### src/rtl/stall_pkg.sv
package stall_pkg;

  typedef enum logic [1:0] {
    ST_IDLE     = 2'd0,
    ST_COUNTING = 2'd1,
    ST_UNLOCKED = 2'd2
  } stallState_t;

  typedef struct packed {
    logic clearCount;
    logic stepCount;
  } dpStrobes_t;

endpackage

### src/rtl/stall_tick_counter.sv
module stall_tick_counter
  import stall_pkg::*;
#(
  parameter int LIMIT = 2,
  localparam int CNT_W = $clog2(LIMIT + 1)
) (
  input  logic             clk,
  input  logic             rst,
  input  dpStrobes_t       strobes,
  output logic [CNT_W-1:0] tickCount,
  output logic             atLastStep
);

  localparam logic [CNT_W-1:0] CNT_MAX  = CNT_W'(LIMIT);
  localparam logic [CNT_W-1:0] CNT_LAST = CNT_W'(LIMIT - 1);

  // Saturating tick counter; clear has priority over step.
  always_ff @(posedge clk) begin
    if (rst) begin
      tickCount <= '0;
    end else if (strobes.clearCount) begin
      tickCount <= '0;
    end else if (strobes.stepCount && (tickCount < CNT_MAX)) begin
      tickCount <= tickCount + 1'b1;
    end
  end

  // One more tick reaches the threshold.
  assign atLastStep = (tickCount == CNT_LAST);

endmodule

### src/rtl/stall_ctrl.sv
module stall_ctrl
  import stall_pkg::*;
(
  input  logic       clk,
  input  logic       rst,
  input  logic       wheelPulse,
  input  logic       tickPulse,
  input  logic       atLastStep,
  output dpStrobes_t strobes,
  output logic       unlock
);

  stallState_t stateQ;
  stallState_t stateD;

  always_comb begin
    stateD = stateQ;
    if (wheelPulse) begin
      stateD = ST_IDLE;
    end else if (tickPulse) begin
      unique case (stateQ)
        ST_IDLE, ST_COUNTING: stateD = atLastStep ? ST_UNLOCKED : ST_COUNTING;
        ST_UNLOCKED:          stateD = ST_UNLOCKED;
        default:              stateD = ST_IDLE;
      endcase
    end
  end

  always_comb begin
    strobes.clearCount = wheelPulse;
    strobes.stepCount  = tickPulse && !wheelPulse && (stateQ != ST_UNLOCKED);
  end

  always_ff @(posedge clk) begin
    if (rst) begin
      stateQ <= ST_IDLE;
      unlock <= 1'b0;
    end else begin
      stateQ <= stateD;
      unlock <= (stateD == ST_UNLOCKED);
    end
  end

endmodule

### src/rtl/wheel_stall_unlock.sv
module wheel_stall_unlock
  import stall_pkg::*;
#(
  parameter int TICKS_TO_UNLOCK = 2
) (
  input  logic clk,
  input  logic rst,
  input  logic wheelPulse,
  input  logic tickPulse,
  output logic unlock
);

  localparam int CNT_W = $clog2(TICKS_TO_UNLOCK + 1);

  generate
    if (TICKS_TO_UNLOCK < 1) begin : g_badLimit
      $error("TICKS_TO_UNLOCK must be at least 1");
    end
  endgenerate

  dpStrobes_t       strobes;
  logic [CNT_W-1:0] tickCount;
  logic             atLastStep;

  stall_ctrl ctrl_i (
    .clk        (clk),
    .rst        (rst),
    .wheelPulse (wheelPulse),
    .tickPulse  (tickPulse),
    .atLastStep (atLastStep),
    .strobes    (strobes),
    .unlock     (unlock)
  );

  stall_tick_counter #(.LIMIT(TICKS_TO_UNLOCK)) count_i (
    .clk        (clk),
    .rst        (rst),
    .strobes    (strobes),
    .tickCount  (tickCount),
    .atLastStep (atLastStep)
  );

endmodule

### config.mk
export PLATFORM = sky130hd
export DESIGN_NAME = wheel_stall_unlock
export DESIGN_NICKNAME = d
export VERILOG_FILES = /design/src/rtl/stall_pkg.sv /design/src/rtl/stall_tick_counter.sv /design/src/rtl/stall_ctrl.sv /design/src/rtl/wheel_stall_unlock.sv
export SDC_FILE = /design/constraint.sdc
export NUM_CORES = 1
export LEC_CHECK = 0
export BUFFER_PORTS_ARGS = -buffer_cell sky130_fd_sc_hd__buf_4
export CORE_AREA = 3 3 40 42
export CTS_CLUSTER_DIAMETER = 60
export DETAILED_ROUTE_END_ITERATION = 12
export DIE_AREA = 0 0 43 45
export HOLD_SLACK_MARGIN = 0.02
export MAX_ROUTING_LAYER = met4
export REMOVE_ABC_BUFFERS = 1
export SLEW_MARGIN = 30
export SYNTH_ARGS = -nofsm -noshare
export SYNTH_HDL_FRONTEND = slang
export SYNTH_SLANG_ARGS = --single-unit
### constraint.sdc
create_clock -name clk -period 1.6 [get_ports clk]
set_input_delay 0.08 -clock clk [delete_from_list [all_inputs] [get_ports clk]]
set_output_delay 0.08 -clock clk [all_outputs]
set_load 0.005 [all_outputs]
==> reports/results.txt, run 1 <==
Tot Pwr: 0.000310 W
Vias per inst: 4.16
Initial antenna violation count: 0
Int Pwr: 0.000241 W
First-pass GRT wire length: 779 um
Actual slew at the worst max-slew pin: 0.287 ns
Setup TNS: 0 ns
Die span in y: 45 um
Rel. slew slack: 80.6%
Number of synthesized register bits: 5
Root buffer selected by CTS: clkbuf_4
Max layer used: met3
TritonCTS buffer count: 3
Peak supply drop: 0.000436 V
Worst setup path start: count_i.tickCount[1]
Max_cap viols: 0
Fmax: 0.860 GHz
Largest net degree at the start of global routing: 6
Layout Skew: 0.00596 ns
Startpoint types: flip-flop
Final hold violations: 0
Switch share: 22.4%
Place WS: 0.439 ns
Commonest non-fill, non-tap cell in the layout: dfxtp_1
FF-to-FF Start: count_i.tickCount[1]
M1 WL: 204 um
Metal3 WL: 47 um
Sequential area share after synthesis: 42.3%
Seq pwr share: 42.8%
Routed wire length per instance: 9.00 um
Final period utilization: 72.7%
CP delay by family, top: flip-flops
WP data arrival: 1.33 ns
Max clock buf depth: 2
Post-layout minimum cycle time: 1.16 ns
Clock Latency Late Sink: 0.24 ns
Clock sinks: 5
Clock power frac: 47.4%
Core area: 0.00128 mm2
Crit-path cells: inv_1, ha_1, o31a_1, nor3_1
Hold path cells: 4
Top-level port count: 5
Comb power frac: 9.8%
DRC: 0
Reg2reg path depth: 4
Leakage: 0.127 nW
Levels on crit path: 4
Synthesis Warnings: 0
Mean Syn Cell Area: 9.85 um2
Net count, final: 40
Area Overhead vs Synth: 40.2%
Length of the first detailed-routing pass in iterations: 4
N_diodes: 0
Vias: 204
Slowest-stage cell, CP: dfxtp_1
Worst hold start: tickPulse
Post-DRT Antenna Nets: 0
Final GP Congestion: 0.723
Num rows: 13
Status: complete, no violations
Global route overflow: 0
Initial Util: 18.4%
Slew Viols, Final: 0
Final HPWL DP: 328 um
H-tree Lvls: 1
Post-CTS setup buffer count: 0
Worst hold path type: input pin to flip-flop
Port Buffer Count: 4
PnR worst setup slack: 0.437 ns
CP Buf/Inv Count: 1
Chip width: 43 um
Power Dens Cells: 936 mW/mm2
Most frequent cells in the layout: dfxtp_1, buf_4, clkbuf_4
Max Fanout on Critical Path: 3
CTS tree: yes
GR Util All Layers: 6.19%
Psw: 0.0000695 W
1st-iter DRT viols: 2
Critical path class: flip-flop to flip-flop
Count of distinct cell types in the synthesized netlist: 17
Cells after Synth: 24
Share of layout cells above drive strength 1: 29.4%
Synthesized cell area: 236 um2
Slowest stage delay, CP: 0.36 ns
Final setup vio count: 0
Vias in the first global route: 202
Die area: 0.00194 mm2
Unrepaired setup endpoints after global routing: no
DR WL met2: 189 um
Drt total wl: 441 um
Endpoint type of the worst setup path: flip-flop
Clk slew on worst S/H paths: 0.05 ns
Worst Path Required: 1.76 ns
## power groups by stage
stage	logic, W	registers (W)	clock network (W)
after floorplan	0.0000148	0.000134	0
after global placement	0.0000261	0.000135	0
after detailed placement	0.0000265	0.000135	0
after CTS	0.0000304	0.000133	0.000153
after global routing	0.0000341	0.000133	0.000166
final	0.0000303	0.000133	0.000147
## path summary, 6_finish.rpt
path | slack (ns) | end
hold / removal | 0.16 | ctrl_i.stateQ[1]
hold reg to reg | 0.49 | count_i.tickCount[0]
setup reg to reg | 0.44 | count_i.tickCount[1]
setup / recovery | 0.44 | count_i.tickCount[1]
## flip-flops by register name, indices dropped and copies added (netlist names)
name and cells:
count_i.tickCount 2, ctrl_i.unlock 1, ctrl_i.stateQ 2
## final cells by class
type	count	area [um2]
tap	15	18.8
sequential	5	100
timing repair buffer	6	50.0
clock buffer	4	26.3
multi-input combinational	17	129
inverter	2	7.51
fill	139	953
## stage by stage
stage	hold slack (ns)	area, um2	std cells	utilization (%)
2_1_floorplan	0.156	236	24	-
3_3_place_gp	0.273	285	43	22.2
3_5_place_dp	0.273	285	43	22.2
4_1_cts	0.156	332	49	25.8
5_1_grt	0.180	332	49	25.8
6_report	0.156	332	49	25.8
## synthesized netlist by cell type (all sizes together)
library cell | instances | area (um2)
a21boi | 2 | 15.0
a21oi | 1 | 5.00
dfxtp | 5 | 100
ha | 1 | 12.5
inv | 2 | 7.50
nand2 | 2 | 7.51
nand2b | 1 | 6.26
nand3b | 1 | 7.51
nor2 | 1 | 3.75
nor2b | 1 | 13.8
nor3 | 2 | 10.0
nor3b | 1 | 7.51
o311ai | 1 | 8.76
o31a | 1 | 8.76
o41ai | 1 | 16.3
or3 | 1 | 6.26
## cell families (layout without fill, tap and decap cells)
| logic type | Yosys count | in the layout | synth area share (%) |
|---|---|---|---|
| flops | 5 | 5 | 42.3 |
| fa+ha+maj | 1 | 1 | 5.29 |
| compound gates | 6 | 6 | 22.8 |
| simple gates | 10 | 10 | 26.5 |
| buf+inv | 2 | 12 | 3.17 |
## tightest hold or removal path, delay by kind of cell
| kind | cells | cell delay (ns) |
|---|---|---|
| simple gates | 2 | 0.10 |
| buf+inv | 1 | 0.10 |
| compound gates | 1 | 0.07 |
## layer usage
layer,vias to the layer above,GRT usage (%)
li1,108,-
met1,88,5.81
met2,8,8.68
met3,0,6.37
met4,0,1.81
met5,-,-
## repair_timing
action                    4_1_cts  5_1_grt
hold buffers                    2        0
hold endpoints to repair        2        0
gates resized for setup         0        0
Note: power is estimated with default switching activity, not from simulation.
==> inputs of run 2 (changes only) <==
- clock period: 1.6 -> 1.1 ns (I/O delays scaled with it)
==> run 2 against run 1 <==
Compared with the run above:
- combinational power increased by 61%
- cell count grew 2.0%
- global-route usage is 0.43 points higher
- die area is the same
- worst setup slack got worse by 0.43 ns
- via count increased by 2.0%
- critical endpoint is now count_i.tickCount[0]
- largest power group unchanged
==> reports/results.txt, run 2 (synthesized netlist as in run 1, its figures left out) <==
Worst Path Required: 1.25 ns (-0.51 ns)
Psw: 0.000104 W (+49%)
Clock Latency Late Sink: 0.25 ns (about the same)
H-tree Lvls: 1 (unchanged)
Most frequent cells in the layout: buf_4, clkbuf_4, dfxtp_1
Post-layout minimum cycle time: 1.09 ns
Max clock buf depth: 2 (unchanged)
Global route overflow: 0 (unchanged)
Power Dens Cells: 1280 mW/mm2 (+37%)
Port Buffer Count: 4 (unchanged)
Switch share: 22.6% (+0.17 points)
1st-iter DRT viols: 3 (+1)
Layout Skew: 0.00301 ns (-0.00295 ns)
Clock power frac: 47.0% (-0.4 points)
TritonCTS buffer count: 3 (unchanged)
Slowest-stage cell, CP: dlygate4sd3_1
Unrepaired setup endpoints after global routing: no
Root buffer selected by CTS: clkbuf_4
Num rows: 13 (unchanged)
Top-level port count: 5 (unchanged)
CP Buf/Inv Count: 2 (+1)
Worst hold start: wheelPulse
Finished Layout Cells: 50 (+2.0%)
Commonest non-fill, non-tap cell in the layout: buf_4
Min-Delay Endpoint: count_i.tickCount[0]
Length of the first detailed-routing pass in iterations: 2 (-2)
Hold path cells: 3 (-1)
Post-DRT Antenna Nets: 0 (unchanged)
Vias: 208 (+2.0%)
Fmax: 0.918 GHz
Setup TNS: 0 ns (unchanged)
Post-CTS setup buffer count: 0 (unchanged)
Core area: 0.00128 mm2 (unchanged)
Net count, final: 41 (+2.5%)
Worst R2R End: count_i.tickCount[0]
Worst hold path type: input pin to flip-flop
Rel. slew slack: 80.1% (-0.50 points)
Final instance area: 359 um2 (+8.3%)
Final setup vio count: 0 (unchanged)
CTS tree: yes
Vias per inst: 4.16 (about the same)
Cells after DPL: 44 (+2.3%)
Startpoint types: input pin
Clock sinks: 5 (unchanged)
Seq pwr share: 42.3% (-0.5 points)
Critical path class: input pin to flip-flop
Placed Area: 293 um2 (+2.6%)
Drt total wl: 436 um (-1.1%)
WP data arrival: 1.24 ns (-0.09 ns)
Clk slew on worst S/H paths: 0.04 ns (about the same)
Comb power frac: 10.7% (+0.9 points)
Die area: 0.00194 mm2 (unchanged)
Routed wire length per instance: 8.72 um (-3.1%)
Vias in the first global route: 191 (-5.4%)
Share of layout cells above drive strength 1: 45.7% (+16 points)
Largest net degree at the start of global routing: 6 (unchanged)
Tot Pwr: 0.000459 W (+48%)
Fillers: 137 (-1.4%)
Initial Util: 18.4% (unchanged)
DRC: 0 (unchanged)
Levels on crit path: 4 (unchanged)
CP delay by family, top: buffers and inverters
Area Overhead vs Synth: 51.9%
Slew Viols, Final: 0 (unchanged)
Slowest stage delay, CP: 0.53 ns (+0.17 ns)
Peak supply drop: 0.000579 V (+33%)
Crit-path cells: dlygate4sd3_1, buf_4, or3_4, o41ai_2
Chip width: 43 um (unchanged)
Max Fanout on Critical Path: 4 (+1)
Slack of the worst reg-to-reg path: 0.09 ns (-0.35 ns)
Status: complete, no violations
Int Pwr: 0.000355 W (+48%)
Final GP Congestion: 0.713 (-1.4%)
Endpoint type of the worst setup path: flip-flop
Max_cap viols: 0 (unchanged)
FF-to-FF Start: ctrl_i.stateQ[1]
GR Util All Layers: 6.62% (+0.43 points)
Regs by FF count: count_i.tickCount x2, ctrl_i.stateQ x2, ctrl_i.unlock x1
First-pass GRT wire length: 814 um (+4.5%)
Actual slew at the worst max-slew pin: 0.294 ns (+0.00744 ns)
N_diodes: 0 (unchanged)
Leakage: 0.136 nW (+6.9%)
Initial antenna violation count: 0 (unchanged)
Final HPWL DP: 325 um (-0.70%)
Die span in y: 45 um (unchanged)
Reg2reg path depth: 3 (-1)
Final period utilization: 99.1%
Final hold violations: 0 (unchanged)
[run 2: final cells by class]
cell class | count | area, um2 | area share [%]
inverter | 2 | 7.51 | 2.09
multi-input combinational | 17 | 146 | 40.8
sequential | 5 | 103 | 28.6
clock buffer | 4 | 26.3 | 7.32
tap | 15 | 18.8 | 5.23
timing repair buffer | 7 | 57.6 | 16.0
[run 2: power by group through the flow]
| stage | clock, W | combinational, W | sequential [W] |
|---|---|---|---|
| after floorplan | 0 | 0.0000216 | 0.000195 |
| after global placement | 0 | 0.0000394 | 0.000196 |
| after detailed placement | 0 | 0.0000400 | 0.000196 |
| after CTS | 0.000227 | 0.0000478 | 0.000194 |
| after global routing | 0.000240 | 0.0000555 | 0.000195 |
| final | 0.000216 | 0.0000489 | 0.000194 |
[run 2: layer usage]
metal / global-route usage (%) / routed length [um] / up-vias
met5: - / 0 / -
met4: 5.42 / 6 / 0
met3: 6.37 / 47 / 2
met2: 7.78 / 187 / 6
met1: 6.30 / 195 / 88
li1: - / - / 112
[run 2: worst min-delay path: cells and delay by family]
kind                   cells  cell delay, ns
and+or+nand+nor            1            0.11
buffers and inverters      1            0.09
AOI/OAI and AO/OA          1            0.05
[run 2: worst max path at each step]
stage	start	to	slack, ns
after global routing	rst	count_i.tickCount[0]	0.001
after CTS	rst	count_i.tickCount[0]	0.02
after global placement	count_i.tickCount[1]	count_i.tickCount[1]	0.04
final	rst	count_i.tickCount[0]	0.01
after floorplan	count_i.tickCount[1]	count_i.tickCount[1]	0.008
after detailed placement	count_i.tickCount[1]	count_i.tickCount[1]	0.009
[run 2: repair_timing]
| item | CTS | global route |
|---|---|---|
| hold buffers | 2 | 0 |
| gates resized for setup | 3 | 2 |
| endpoints found under the hold margin | 2 | 0 |
| pin swaps | 3 | 1 |
| setup endpoints to repair | 1 | 1 |
[run 2: per-stage QoR]
step / setup slack [ns] / hold WS (ns) / util (%)
detailed placement: 0.00905 / 0.247 / 22.8
global placement: 0.0351 / 0.247 / 22.8
global route: 0.00145 / 0.0911 / 27.9
CTS: 0.0206 / 0.0985 / 27.5
finish: 0.0104 / 0.0900 / 27.9
floorplan: 0.00841 / 0.131 / -
==> inputs of run 3 (changes only) <==
- PLACE_DENSITY: default -> 0.37
==> run 3 against run 2 <==
Compared with the run above:
- clock power shrank 4%
- maximum frequency grew 4.9%
- worst setup slack gained 0.051 ns
- clock skew shrank 0.0023 ns
- clock-buffer cell count is the same
- critical path type is now flip-flop to flip-flop
==> reports/results.txt, run 3 (synthesized netlist as in run 1, its figures left out) <==
Vias in the first global route: 225 (+18%)
Global route overflow: 0 (unchanged)
Endpoint type of the worst setup path: flip-flop
Power Dens Cells: 1240 mW/mm2 (-3.2%)
Commonest non-fill, non-tap cell in the layout: buf_4
Hold path cells: 3 (unchanged)
Worst Path Required: 1.26 ns (about the same)
Final hold violations: 0 (unchanged)
Max clock buf depth: 2 (unchanged)
Clk slew on worst S/H paths: 0.04 ns (about the same)
Num rows: 13 (unchanged)
Net count, final: 41 (unchanged)
Core area: 0.00128 mm2 (unchanged)
Rel. slew slack: 82.5% (+2.4 points)
Initial Util: 18.4% (unchanged)
Global routing met1 resource utilization: 5.56% (-0.74 points)
Post-CTS setup buffer count: 0 (unchanged)
First-pass GRT wire length: 807 um (-0.86%)
TritonCTS buffer count: 3 (unchanged)
Post-layout minimum cycle time: 1.04 ns (-0.0506 ns)
Tot Pwr: 0.000454 W (-1.2%)
Final HPWL DP: 344 um (+5.7%)
Slack of the worst reg-to-reg path: 0.06 ns (-0.03 ns)
M2 GR Usage: 8.98% (+1.2 points)
Worst R2R End: count_i.tickCount[1]
N_diodes: 0 (unchanged)
Status: complete, no violations
Initial antenna violation count: 0 (unchanged)
Final period utilization: 94.5% (-4.6 points)
Slowest-stage cell, CP: dfxtp_2
Worst setup path start: count_i.tickCount[0]
Fmax: 0.962 GHz (+4.9%)
WP data arrival: 1.20 ns (-0.04 ns)
Actual slew at the worst max-slew pin: 0.262 ns (-0.0322 ns)
Final setup vio count: 0 (unchanged)
Max Fanout on Critical Path: 3 (-1)
Chip width: 43 um (unchanged)
Routed wire length per instance: 9.76 um (+12%)
Most frequent cells in the layout: buf_4, clkbuf_4, dfxtp_1
Root buffer selected by CTS: clkbuf_4
Finished Layout Cells: 50 (unchanged)
FF-to-FF Start: count_i.tickCount[0]
Fillers: 142 (+3.6%)
Layout Skew: 0.000718 ns (-0.00229 ns)
Post-DRT Antenna Nets: 0 (unchanged)
Setup TNS: 0 ns (unchanged)
Vias per inst: 4.48 (+7.7%)
Area Overhead vs Synth: 55.0%
Length of the first detailed-routing pass in iterations: 3 (+1)
Reg2reg path depth: 3 (unchanged)
Die area: 0.00194 mm2 (unchanged)
Final GP Congestion: 0.729 (+2.3%)
Met3 global-route usage: 5.18% (-1.2 points)
CP Buf/Inv Count: 0 (-2)
Vias: 224 (+7.7%)
DRC: 0 (unchanged)
Drt total wl: 488 um (+12%)
Leakage: 0.134 nW (-1.4%)
Slew Viols, Final: 0 (unchanged)
CP delay by family, top: flip-flops
Clock sinks: 5 (unchanged)
Share of layout cells above drive strength 1: 48.6% (+2.9 points)
1st-iter DRT viols: 1 (-2)
Max_cap viols: 0 (unchanged)
Critical path class: flip-flop to flip-flop
Clock Latency Late Sink: 0.24 ns (about the same)
Top-level port count: 5 (unchanged)
Worst hold start: wheelPulse
Peak supply drop: 0.000513 V (-11%)
Regs by FF count: count_i.tickCount x2, ctrl_i.stateQ x2, ctrl_i.unlock x1
Crit-path cells: ha_4, o31a_1, nor3_1
CTS tree: yes
GR Util All Layers: 6.44% (-0.18 points)
Cells after DPL: 45 (+2.3%)
Startpoint types: flip-flop
Min-Delay Endpoint: count_i.tickCount[0]
H-tree Lvls: 1 (unchanged)
Port Buffer Count: 4 (unchanged)
Slowest stage delay, CP: 0.37 ns (-0.16 ns)
Largest net degree at the start of global routing: 6 (unchanged)
Unrepaired setup endpoints after global routing: no
GRT busiest layer: met2
Die span in y: 45 um (unchanged)
Worst hold path type: input pin to flip-flop
## run 3: worst max-delay path by stage
stage,to,depth (start not counted)
2_1_floorplan,count_i.tickCount[1],4
3_3_place_gp,count_i.tickCount[1],4
3_5_place_dp,count_i.tickCount[1],4
4_1_cts,count_i.tickCount[0],4
5_1_grt,count_i.tickCount[1],3
6_report,count_i.tickCount[1],3
## run 3: cell type report
cell class / instances / area [um2] / area share, %
Inverter: 2 / 7.51 / 2.05
Tap cell: 15 / 18.8 / 5.12
Clock buffer: 4 / 26.3 / 7.17
Sequential cell: 5 / 103 / 28.0
Timing Repair Buffer: 7 / 57.6 / 15.7
Multi-Input combinational cell: 17 / 154 / 42.0
## run 3: what timing repair did
item,4_1_cts,5_1_grt
pin swaps,2,0
endpoints found under the setup margin,1,1
endpoints found under the hold margin,2,0
hold buffers,2,0
gates resized for setup,4,2
## run 3: metrics by stage
step | hold slack, ns | setup WS (ns) | cell area (um2) | util [%]
3_5_place_dp | 0.246 | -0.0169 | 300 | 23.4
6_report | 0.0949 | 0.0610 | 367 | 28.5
5_1_grt | 0.0966 | 0.000269 | 367 | 28.5
2_1_floorplan | 0.131 | 0.00841 | 236 | -
3_3_place_gp | 0.248 | -0.00588 | 300 | 23.4
4_1_cts | 0.0918 | 0.0248 | 362 | 28.1
## run 3: routing by layer
layer | wire (um) | vias up
met5 | 0 | -
met4 | 4 | 0
met3 | 42 | 2
met2 | 233 | 9
met1 | 208 | 103
li1 | - | 110
## run 3: power by group
group          switching [W]  internal [W]
registers         0.00000607      0.000188
clock network      0.0000716      0.000137
logic              0.0000210     0.0000297
## run 3: worst min-delay path: stages
cell and delay [ns]:
buf_4 0.09, or3_4 0.11, o41ai_2 0.05
